`src/rtl/sis_pkg.sv`:
```
package sis_pkg;
  typedef enum logic [3:0] {
    PH_ZI    = 4'd0,
    PH_INT   = 4'd1,
    PH_DE1   = 4'd2,
    PH_REST1 = 4'd3,
    PH_X10A  = 4'd4,
    PH_DE2   = 4'd5,
    PH_REST2 = 4'd6,
    PH_X10B  = 4'd7,
    PH_DE3   = 4'd8,
    PH_LATCH = 4'd9
  } phase_e;

  localparam int NDIG = 6;
  localparam int DIGW = 4;
endpackage

```
`src/rtl/sis_tick.sv`:
```
module sis_tick #(
  parameter int DIV = 2
) (
  input  logic clk,
  input  logic rst,
  output logic tick_o
);
  generate
    if (DIV <= 1) begin : g_direct
      assign tick_o = 1'b1;
    end else begin : g_div
      localparam int CW = $clog2(DIV);
      logic [CW-1:0] cnt_q;
      always_ff @(posedge clk) begin
        if (rst || cnt_q == CW'(DIV - 1)) cnt_q <= '0;
        else                              cnt_q <= cnt_q + 1'b1;
      end
      assign tick_o = (cnt_q == CW'(DIV - 1));

      // two ticks never sit on adjacent clocks when dividing
      assert_tick_spacing_R2: assert property (@(posedge clk) disable iff (rst)
        tick_o |=> !tick_o);
    end
  endgenerate
endmodule

```
`src/rtl/sis_bcd_acc.sv`:
```
module sis_bcd_acc #(
  parameter int NDIG = 6,
  localparam int PW  = (NDIG > 1) ? $clog2(NDIG) : 1,
  localparam int W   = NDIG * 4
) (
  input  logic          clk,
  input  logic          rst,
  input  logic          clr_i,
  input  logic          en_i,
  input  logic          down_i,
  input  logic [PW-1:0] pos_i,
  output logic [W-1:0]  dig_o
);
  logic [W-1:0] dig_q, dig_n;

  // +/-1 applied at decade pos_i, ripple to the decades above
  always_comb begin
    logic cy;
    logic hit;
    logic [3:0] d;
    cy    = 1'b0;
    dig_n = dig_q;
    for (int i = 0; i < NDIG; i++) begin
      d   = dig_q[i*4 +: 4];
      hit = (i == int'(pos_i)) || cy;
      cy  = 1'b0;
      if (hit) begin
        if (down_i) begin
          if (d == 4'd0) begin dig_n[i*4 +: 4] = 4'd9; cy = 1'b1; end
          else                 dig_n[i*4 +: 4] = d - 4'd1;
        end else begin
          if (d == 4'd9) begin dig_n[i*4 +: 4] = 4'd0; cy = 1'b1; end
          else                 dig_n[i*4 +: 4] = d + 4'd1;
        end
      end
    end
  end

  always_ff @(posedge clk) begin
    if (rst || clr_i) dig_q <= '0;
    else if (en_i)    dig_q <= dig_n;
  end

  assign dig_o = dig_q;

  assert_acc_idle_hold_R4: assert property (@(posedge clk) disable iff (rst)
    (!en_i && !clr_i) |=> $stable(dig_q));

  generate
    for (genvar g = 0; g < NDIG; g++) begin : g_chk
      assert_digit_legal_R7: assert property (@(posedge clk) disable iff (rst)
        dig_q[g*4 +: 4] <= 4'd9);
    end
  endgenerate
endmodule

```
`src/rtl/sis_bcd_sign.sv`:
```
module sis_bcd_sign #(
  parameter int NDIG = 6,
  localparam int W   = NDIG * 4
) (
  input  logic [W-1:0] tc_i,
  output logic [W-1:0] mag_o,
  output logic         neg_o
);
  logic [W-1:0] cmp_n;

  // ten's complement of the accumulator: nines' complement plus one
  always_comb begin
    logic cy;
    logic [3:0] d;
    cy = 1'b1;
    for (int i = 0; i < NDIG; i++) begin
      d = 4'd9 - tc_i[i*4 +: 4];
      if (cy && d == 4'd9) begin
        cmp_n[i*4 +: 4] = 4'd0;
      end else if (cy) begin
        cmp_n[i*4 +: 4] = d + 4'd1;
        cy = 1'b0;
      end else begin
        cmp_n[i*4 +: 4] = d;
      end
    end
  end

  assign neg_o = (tc_i[W-1 -: 4] >= 4'd5);
  assign mag_o = neg_o ? cmp_n : tc_i;
endmodule

```
`src/rtl/succ_int_seq.sv`:
```
module succ_int_seq #(
  parameter int INT_LONG  = 10000,
  parameter int INT_SHORT = 1000,
  parameter int ZI_LEN    = 200,
  parameter int REST_LEN  = 100,
  parameter int X10_LEN   = 100,
  parameter int LATCH_LEN = 100,
  parameter int CLK_DIV   = 2,
  localparam int NDIG     = sis_pkg::NDIG,
  localparam int W        = NDIG * 4
) (
  input  logic         clk,
  input  logic         rst,
  input  logic         range_i,
  input  logic         cmp_i,
  input  logic         pol_i,
  output logic [3:0]   phase_o,
  output logic         short_o,
  output logic         ref_neg_o,
  output logic [W-1:0] res_o,
  output logic         neg_o,
  output logic         sat_o,
  output logic         done_o,
  output logic         latch_o
);
  import sis_pkg::*;

  localparam int DE_LONG  = INT_LONG + INT_LONG / 10;
  localparam int DE_SHORT = INT_SHORT + INT_SHORT / 10;
  localparam int TW = $clog2(DE_LONG + DE_SHORT + ZI_LEN + REST_LEN + X10_LEN + LATCH_LEN + 1);
  localparam int PW = (NDIG > 1) ? $clog2(NDIG) : 1;

  phase_e        phase_q;
  logic          short_q, pol_q, range_q, sat_run_q;
  logic [TW-1:0] tcnt_q, len_c, dmax_c;
  logic [W-1:0]  res_q, acc_dig, mag_c;
  logic          neg_q, sat_q, done_q, latch_q, neg_c;
  logic          tick, is_de, de_hit, de_end, adv, cnt_en, cnt_down, acc_clr;
  logic [PW-1:0] cnt_pos;

  sis_tick #(.DIV(CLK_DIV)) tick_i (.clk(clk), .rst(rst), .tick_o(tick));

  always_comb begin
    case (phase_q)
      PH_ZI:             len_c = TW'(ZI_LEN);
      PH_INT:            len_c = range_q ? TW'(INT_SHORT) : TW'(INT_LONG);
      PH_REST1, PH_REST2: len_c = TW'(REST_LEN);
      PH_X10A, PH_X10B:  len_c = TW'(X10_LEN);
      default:           len_c = TW'(LATCH_LEN);
    endcase
    case (phase_q)
      PH_DE1:  cnt_pos = PW'(2);
      PH_DE2:  cnt_pos = PW'(1);
      default: cnt_pos = PW'(0);
    endcase
  end

  assign dmax_c   = range_q ? TW'(DE_SHORT) : TW'(DE_LONG);
  assign is_de    = (phase_q == PH_DE1) || (phase_q == PH_DE2) || (phase_q == PH_DE3);
  assign de_hit   = cmp_i && (tcnt_q == dmax_c);
  assign de_end   = !cmp_i || de_hit;
  assign adv      = tick && (is_de ? de_end : (tcnt_q == len_c - 1'b1));
  assign cnt_en   = tick && is_de && !de_end;
  assign cnt_down = (phase_q == PH_DE2) ^ pol_q ^ short_q;
  assign acc_clr  = adv && (phase_q == PH_LATCH);

  sis_bcd_acc #(.NDIG(NDIG)) acc_i (
    .clk(clk), .rst(rst), .clr_i(acc_clr), .en_i(cnt_en),
    .down_i(cnt_down), .pos_i(cnt_pos), .dig_o(acc_dig)
  );

  sis_bcd_sign #(.NDIG(NDIG)) sign_i (.tc_i(acc_dig), .mag_o(mag_c), .neg_o(neg_c));

  always_ff @(posedge clk) begin
    if (rst) begin
      phase_q   <= PH_ZI;
      short_q   <= 1'b0;
      pol_q     <= 1'b0;
      range_q   <= 1'b0;
      tcnt_q    <= '0;
      sat_run_q <= 1'b0;
      res_q     <= '0;
      neg_q     <= 1'b0;
      sat_q     <= 1'b0;
      done_q    <= 1'b0;
      latch_q   <= 1'b0;
    end else begin
      done_q <= 1'b0;
      if (tick && !adv) begin
        tcnt_q <= tcnt_q + 1'b1;
      end else if (adv) begin
        tcnt_q <= '0;
        if (is_de && de_hit) sat_run_q <= 1'b1;
        case (phase_q)
          PH_ZI: begin
            phase_q <= PH_INT;
            if (!short_q) range_q <= range_i;
          end
          PH_INT: begin
            phase_q <= PH_DE1;
            pol_q   <= pol_i;
          end
          PH_DE1:   phase_q <= PH_REST1;
          PH_REST1: phase_q <= PH_X10A;
          PH_X10A:  phase_q <= PH_DE2;
          PH_DE2:   phase_q <= PH_REST2;
          PH_REST2: phase_q <= PH_X10B;
          PH_X10B:  phase_q <= PH_DE3;
          PH_DE3: begin
            if (!short_q) begin
              phase_q <= PH_ZI;
              short_q <= 1'b1;
            end else begin
              phase_q <= PH_LATCH;
              res_q   <= mag_c;
              neg_q   <= neg_c;
              sat_q   <= sat_run_q | de_hit;
              done_q  <= 1'b1;
              latch_q <= 1'b1;
            end
          end
          default: begin
            phase_q   <= PH_ZI;
            short_q   <= 1'b0;
            latch_q   <= 1'b0;
            sat_run_q <= 1'b0;
          end
        endcase
      end
    end
  end

  assign phase_o   = phase_q;
  assign short_o   = short_q;
  assign ref_neg_o = pol_q;
  assign res_o     = res_q;
  assign neg_o     = neg_q;
  assign sat_o     = sat_q;
  assign done_o    = done_q;
  assign latch_o   = latch_q;

  assert_phase_on_tick_R2: assert property (@(posedge clk) disable iff (rst)
    !tick |=> $stable(phase_q));
  assert_offset_pass_start_R3: assert property (@(posedge clk) disable iff (rst)
    $rose(short_q) |-> (phase_q == PH_ZI));
  assert_de_window_R8: assert property (@(posedge clk) disable iff (rst)
    is_de |-> (tcnt_q <= dmax_c));
  assert_done_in_latch_R10: assert property (@(posedge clk) disable iff (rst)
    done_q |-> (phase_q == PH_LATCH) && latch_q);
  assert_done_single_R10: assert property (@(posedge clk) disable iff (rst)
    done_q |=> !done_q);
  assert_no_neg_zero_R7: assert property (@(posedge clk) disable iff (rst)
    neg_q |-> (res_q != '0));
endmodule

```
`config.mk`:
```
export PLATFORM = sky130hd
export DESIGN_NAME = succ_int_seq
export DESIGN_NICKNAME = d
export VERILOG_FILES = /design/src/rtl/sis_pkg.sv /design/src/rtl/sis_tick.sv /design/src/rtl/sis_bcd_acc.sv /design/src/rtl/sis_bcd_sign.sv /design/src/rtl/succ_int_seq.sv
export SDC_FILE = /design/constraint.sdc
export NUM_CORES = 1
export LEC_CHECK = 0
export BUFFER_PORTS_ARGS = -buffer_cell sky130_fd_sc_hd__buf_2
export CAP_MARGIN = 20
export CORE_ASPECT_RATIO = 1.75
export CORE_MARGIN = 2
export CORE_UTILIZATION = 45
export CTS_BUF_LIST = sky130_fd_sc_hd__clkbuf_16
export CTS_CLUSTER_SIZE = 30
export DETAILED_ROUTE_END_ITERATION = 10
export MAX_ROUTING_LAYER = met4
export PLACE_DENSITY = 0.71
export SLEW_MARGIN = 20
export SYNTH_ARGS = -nofsm -noshare
export SYNTH_HDL_FRONTEND = slang
export SYNTH_SLANG_ARGS = --single-unit
```
`constraint.sdc`:
```
create_clock -name clk -period 3.32 [get_ports clk]
set_clock_uncertainty 0.2 [all_clocks]
set_input_delay 0.166 -clock clk [delete_from_list [all_inputs] [get_ports clk]]
set_output_delay 0.166 -clock clk [all_outputs]
set_load 0.02 [all_outputs]
```
### Yosys cells after proc, flatten, opt, wreduce, memory -nomap -nowiden

Cells that the tools add are included.

* bits in read-only memories: 0
* latch bits: 0
* register bits after elaboration: 75
* output and inout bits: 34
* bits of input ports: 5
* memories: 0
* word-level logic and storage cells: 204
* RAM bits: 0

* muxes and demuxes: 70
* reductions and logical operators: 50
* shift-type cells: 0
* multipliers: 0
* divide/modulo/power cells: 0
* order comparisons: 1
* bitwise operators: 8
* $add $sub $neg: 27
* eq/ne operators: 30

Operators with widths (number)
* $mux W4: 30
* $eq A4 B4 Y1 const B: 14
* $mux W14: 4
* $add A4 B1 Y4 const B: 12
* $pmux W4 S9: 1
* $mux W1: 30
* $eq A14 B14 Y1: 2
* $logic_not A4 Y1: 7
* $pmux W14 S2: 1
* $mux W24: 1
* $sub A4 B1 Y4 const B: 6
* $sub A4 B4 Y4 const A: 6
* $eq A4 B3 Y1 const B: 4
* $add A14 B1 Y14 const B: 1
* $reduce_and A2 Y1: 7
* $sub A14 B1 Y14 const B: 1
* $logic_and A1 B1 Y1: 12
* $reduce_and A4 Y1: 3
* $logic_or A1 B1 Y1: 10
* $reduce_and A3 Y1: 3
* $reduce_or A9 Y1: 1
* $eq A4 B2 Y1 const B: 2
* $reduce_or A8 Y1: 1
* $eq A3 B3 Y1 const A: 2
* 16 further kinds: 25

### Logic depth before layout (Yosys ltp)

* word-level depth: 15
* gate-level depth with buffers: 11
* depth with buffers taken out: 8

### Modules after synthesis

From an unflattened synthesis, not the netlist that was laid out.

* cell total of the unflattened synthesis: 739
* area, all modules: 5510.3 um^2

By module, submodules not included
* succ_int_seq: cells each 290, area an instance 2348.5 um^2, seq. area each 1001.0 um^2, times used 1
* sis_bcd_acc: cells each 259, area an instance 1871.8 um^2, seq. area each 480.5 um^2, times used 1
* sis_bcd_sign: cells each 188, area an instance 1266.2 um^2, seq. area each 0.0 um^2, times used 1
* sis_tick: cells each 2, area an instance 23.8 um^2, seq. area each 20.0 um^2, times used 1

### Worst setup path after synthesis

No wires, ideal clock.

* kind: reg2reg
* start: register acc_i.dig_q[1] (netlist: acc_i.dig_o[1])
* end: register res_q[20] (netlist: res_o[20])
* cell stages (with the launch flop): 11
* library setup time: 0.091 ns
* data arrival time: 2.157 ns
* data required time: 3.029 ns
* path buffers: 3
* period minus slack after synthesis: 2.448 ns
* slack: 0.872 ns
* path through: dfxtp_1 > inv_1 > ha_1 > clkbuf_1 > xor2_1 > and4_1 > buf_2 > and4_1 > buf_2 > or3_1 > a311oi_1

* cells in the longest elaborated chain, start to end: 14

Ends and longest elaborated chain
* from (decl): RTL line sis_bcd_acc.sv:14 `logic [W-1:0] dig_q, dig_n;`
* from (signal assigned): RTL line sis_bcd_acc.sv:41 `else if (en_i) dig_q <= dig_n;`
* $sub A4 B4 Y4 (*): RTL line sis_bcd_sign.sv:17 `d = 4'd9 - tc_i[i*4 +: 4];`
* $eq A4 B4 Y1 (*): RTL line sis_bcd_sign.sv:18 `if (cy && d == 4'd9) begin`
* $mux W1 (*): RTL line sis_bcd_sign.sv:18
* $logic_and A1 B1 Y1: RTL line sis_bcd_sign.sv:18
* $mux W1 (*): RTL line sis_bcd_sign.sv:18
* $logic_and A1 B1 Y1: RTL line sis_bcd_sign.sv:18
* $mux W1 (*): RTL line sis_bcd_sign.sv:18
* $logic_and A1 B1 Y1: RTL line sis_bcd_sign.sv:18
* $mux W1 (*): RTL line sis_bcd_sign.sv:18
* $logic_and A1 B1 Y1: RTL line sis_bcd_sign.sv:18
* $mux W1 (*): RTL line sis_bcd_sign.sv:18
* $mux W4 / $logic_and A1 B1 Y1 (equally long branches): RTL line sis_bcd_sign.sv:20, sis_bcd_sign.sv:18
* $mux W4 (*): RTL line sis_bcd_sign.sv:18
* $mux W24 (*): RTL line sis_bcd_sign.sv:30 `assign mag_o = neg_o ? cmp_n : tc_i;`
* to (signal assigned): RTL line succ_int_seq.sv:115 `res_q <= mag_c;`
* to (decl): RTL line succ_int_seq.sv:36 `logic [W-1:0] res_q, acc_dig, mag_c;`

Mark *: on every way between the ends. The rest lies on a longest branch, timed or not.
A chain may end at the register's enable or synchronous reset.

### Worst setup path after layout

* start: register acc_i.dig_q[5] (netlist: acc_i.dig_o[5])
* end: register res_q[17] (netlist: res_o[17])

* cells in the longest elaborated chain, start to end: 11

Ends and longest elaborated chain (RTL line)
* $sub A4 B4 Y4 (*): sis_bcd_sign.sv:17
* $eq A4 B4 Y1 (*): sis_bcd_sign.sv:18
* $logic_and A1 B1 Y1 (*): sis_bcd_sign.sv:18
* $mux W1 (*): sis_bcd_sign.sv:18
* $logic_and A1 B1 Y1: sis_bcd_sign.sv:18
* $mux W1 (*): sis_bcd_sign.sv:18
* $logic_and A1 B1 Y1: sis_bcd_sign.sv:18
* $mux W1 (*): sis_bcd_sign.sv:18
* $mux W4 / $logic_and A1 B1 Y1 (equally long branches): sis_bcd_sign.sv:20, sis_bcd_sign.sv:18
* $mux W4 (*): sis_bcd_sign.sv:18
* $mux W24 (*): sis_bcd_sign.sv:30

Marks and branches as above.

==> parameters.txt <==
Parameter                              Value

Outcome
  Outcome    complete, no violations

Final layout
  Number of non-filler instances in the completed layout    898
  Share of the core filled with cells in the final layout    51.8%
  Antenna diode instance count    0
  Commonest cells after routing, fill and taps aside    75 x dfxtp_1, 62 x nor2_1, 59 x nand2_1
  Area delta synth->final    11.9%
  Final non-filler cell area    6220 um2
  Net count of the finished layout    777
  Fraction of final layout cells with drive strength greater than 1    12.6%
  Commonest non-fill, non-tap cell in the layout    dfxtp_1

Power
  Relative contribution of the clock network to total power    52.2%
  Sequential share of power    45.7%
  Share of total power in combinational logic    2.1%
  Internal power component    1560 uW
  Power Dens Cells    320 nW/um2
  Net switching power    423 uW
  Leakage    0.00239 uW
  Switching share of total power    21.3%
  Worst IR drop on VDD    0.209 mV

Timing
  Final setup violation count    0
  Worst slew margin    60.6%
  RSZ-0062 raised after global routing    no
  Final total negative setup slack    0 ns
  Achievable frequency    330 MHz
  Share of the clock period used by the worst path after layout    91.2%
  Final critical-path required period    3.03 ns
  Final hold vios    0
  Min setup slack post-route    0.291 ns
  Worst-Margin Slew    0.589 ns
  Number of max-slew violations in the final report    0

CTS
  Clock latency on the worst-skew pair    0.34 ns
  Total clock sinks    75
  TritonCTS clock tree    yes
  Clock tree root driver cell    clkbuf_16
  Number of levels in the clock H-tree    3
  Clock buffer count from CTS    9
  Setup repair bufs after CTS    0
  CTS Buffer Depth    2
  Clock-pin slew reported for the worst setup and hold paths after clock tree synthesis    0.06 ns

Logic synthesis
  Number of flip-flops and latches in the synthesized netlist    75
  Synthesized net count    754
  Leading area contributor after synthesis    dfxtp_1
  Ys flop type    dfxtp_1
  Total number of yosys warnings    0
  Mean area per synthesized cell    7.88 um2
  Library cells used by synthesis    72
  Leading post-synthesis cells by cell area    dfxtp_1 27%, ha_1 9.9%, o21ai_0 4.2%, nor2_1 4.2%, nand2_1 4.0%
  Top-area cell type share of the netlist area    27.0%
  Portion of the post-synthesis area used by sequential elements    27.0%
  Number of flops mapped to enable cells by yosys    0
  Asr flop ratio synth    0%
  Number of cells produced by synthesis    705
  Synthesized cell area    5560 um2

Placement
  Weighted congestion at the end of routability-driven global placement    0.970
  Placement Cell Area    5890 um2
  Minimum setup slack after placement    0.308 ns
  Post-DP HPWL    11.7 mm
  PortBufs    38
  Cell count after placement    880

Setup path
  CP Capture Type    flop
  Max FO, Critical Path    6
  Reg-to-reg setup timing slack    0.29 ns
  Worst reg2reg endpoint    res_o[17]$_SDFFE_PP0P_
  Classification of the worst setup path    reg2reg
  Origin of the critical flop-to-flop path    acc_i.dig_o[5]$_SDFFE_PP0P_
  Data arrival time at the worst-slack endpoint    3.04 ns
  Crit path launch type    flop
  R2R cell count    8
  Worst endpoint required time    3.33 ns

Routing
  Total number of vias    5403
  Via density per instance    6.02
  First-iteration detailed-routing DRC count    271
  Number of nets with antenna violations after routing    0
  Routed len/inst    17.6 um
  Routed WL    15.8 mm
  Final routed DRC violation total    0
  DRT Pass-1 Iters    5

Global routing
  Global-route wire length before repair    25.5 mm
  Vias in the first global route    5202
  Antenna violations before repair    0
  Largest net degree at the start of global routing    50
  Global Route Usage Sum    25.2%
  Overall overflow remaining after global route    0

Floorplanning
  Die width    88 um
  Number of top-level design ports    39
  Die outline area    13300 um2
  Area of the core region    12000 um2
  Overall die height    151 um
  Cell row count    53
  Initial Utilization    46.3%

Worst hold path
  Class of the worst hold path    in2reg
  Worst Hold Path Cells    3
  Terminating pin of the worst hold path    sat_run_q$_SDFFE_PP0P_
  Worst hold path startpoint    cmp_i

Job
  Max capacitance violation total    0
==> logic make-up (layout without fill, tap and decap cells) <==
group,count (synthesis),after routing,synth area share (%)
and+or+nand+nor,269,269,24.9
AOI/OAI and AO/OA,208,208,26.3
buffers and inverters,77,105,6.17
DFF,75,75,27.0
adders and majority gates,44,44,9.91
xor gates and xnor gates,25,25,4.41
muxes,7,7,1.35
==> how the worst max path moves through the flow <==
stage | from | cells after the start | end
global route | acc_i.dig_o[5]$_SDFFE_PP0P_ | 8 | res_o[17]$_SDFFE_PP0P_
global placement | acc_i.dig_o[5]$_SDFFE_PP0P_ | 8 | res_o[17]$_SDFFE_PP0P_
finish | acc_i.dig_o[5]$_SDFFE_PP0P_ | 8 | res_o[17]$_SDFFE_PP0P_
CTS | acc_i.dig_o[5]$_SDFFE_PP0P_ | 8 | res_o[17]$_SDFFE_PP0P_
detailed placement | acc_i.dig_o[5]$_SDFFE_PP0P_ | 8 | res_o[17]$_SDFFE_PP0P_
floorplan | acc_i.dig_o[1]$_SDFFE_PP0P_ | 10 | res_o[20]$_SDFFE_PP0P_
==> through the flow <==
step	hold slack, ns	total power, uW
finish	0.0479	1990
global route	0.0576	2040
CTS	0.0389	2000
detailed placement	0.255	966
global placement	0.242	965
floorplan	0.137	948
==> layout make-up <==
class	count	area, um2
clock buffer	9	225
clock inverter	7	83.8
fill	1111	5790
inverter	31	116
multi-input combinational	553	3730
sequential	75	1500
tap	165	206
timing repair buffer	58	358
==> critical path: stages, from the launching register on <==
cell and delay (ns):
dfxtp_1 0.45, inv_1 0.14, ha_1 0.28, xor2_1 0.34, nand4_1 0.35, nor3_1 0.56, nand3_1 0.18, mux2i_1 0.29
a211oi_1 0.11
==> Yosys cell counts, drive strengths merged (3+ instances only) <==
cell type  instances
dfxtp             75
nor2              62
nand2             59
o21ai             48
a21oi             44
ha                44
nand3             38
nor3              38
inv               31
a211oi            28
buf               24
clkbuf            22
a311oi            17
xor2              13
xnor2             12
a31oi             10
nand2b             9
nand4              9
nor2b              8
o211ai             8
o31ai              8
nor3b              7
mux2i              6
nor4b              6
or3                6
a211o              5
a21o               5
and3               5
nand3b             5
a221oi             4
and2               4
and4               4
o2111ai            4
a22oi              3
a32o               3
a41oi              3
o2111a             3
==> timing repair <==
item,CTS,global route
resized for setup,0,0
hold buffers,2,0
hold endpoints to repair,2,0
==> metal layers <==
metal  global-route usage (%)  wire length (um)
met4                     13.1               690
met3                     3.81               612
met2                     44.4              8280
met5                        -                 0
met1                     26.7              6250
==> power groups by stage <==
stage	clock, uW	combinational (uW)	sequential (uW)
6_report	1040	40.9	908
3_3_place_gp	0	37.4	928
3_5_place_dp	0	37.9	928
2_1_floorplan	0	23.3	925
4_1_cts	1050	39.8	908
5_1_grt	1090	44.1	908
==> flip-flops by register name, summed over array words and instances (netlist names), 4 cells and up <==
register	cells
acc_i.dig_o	24
res_o	24
tcnt_q	14
phase_o	4
Power figures use the tool's default switching activity.
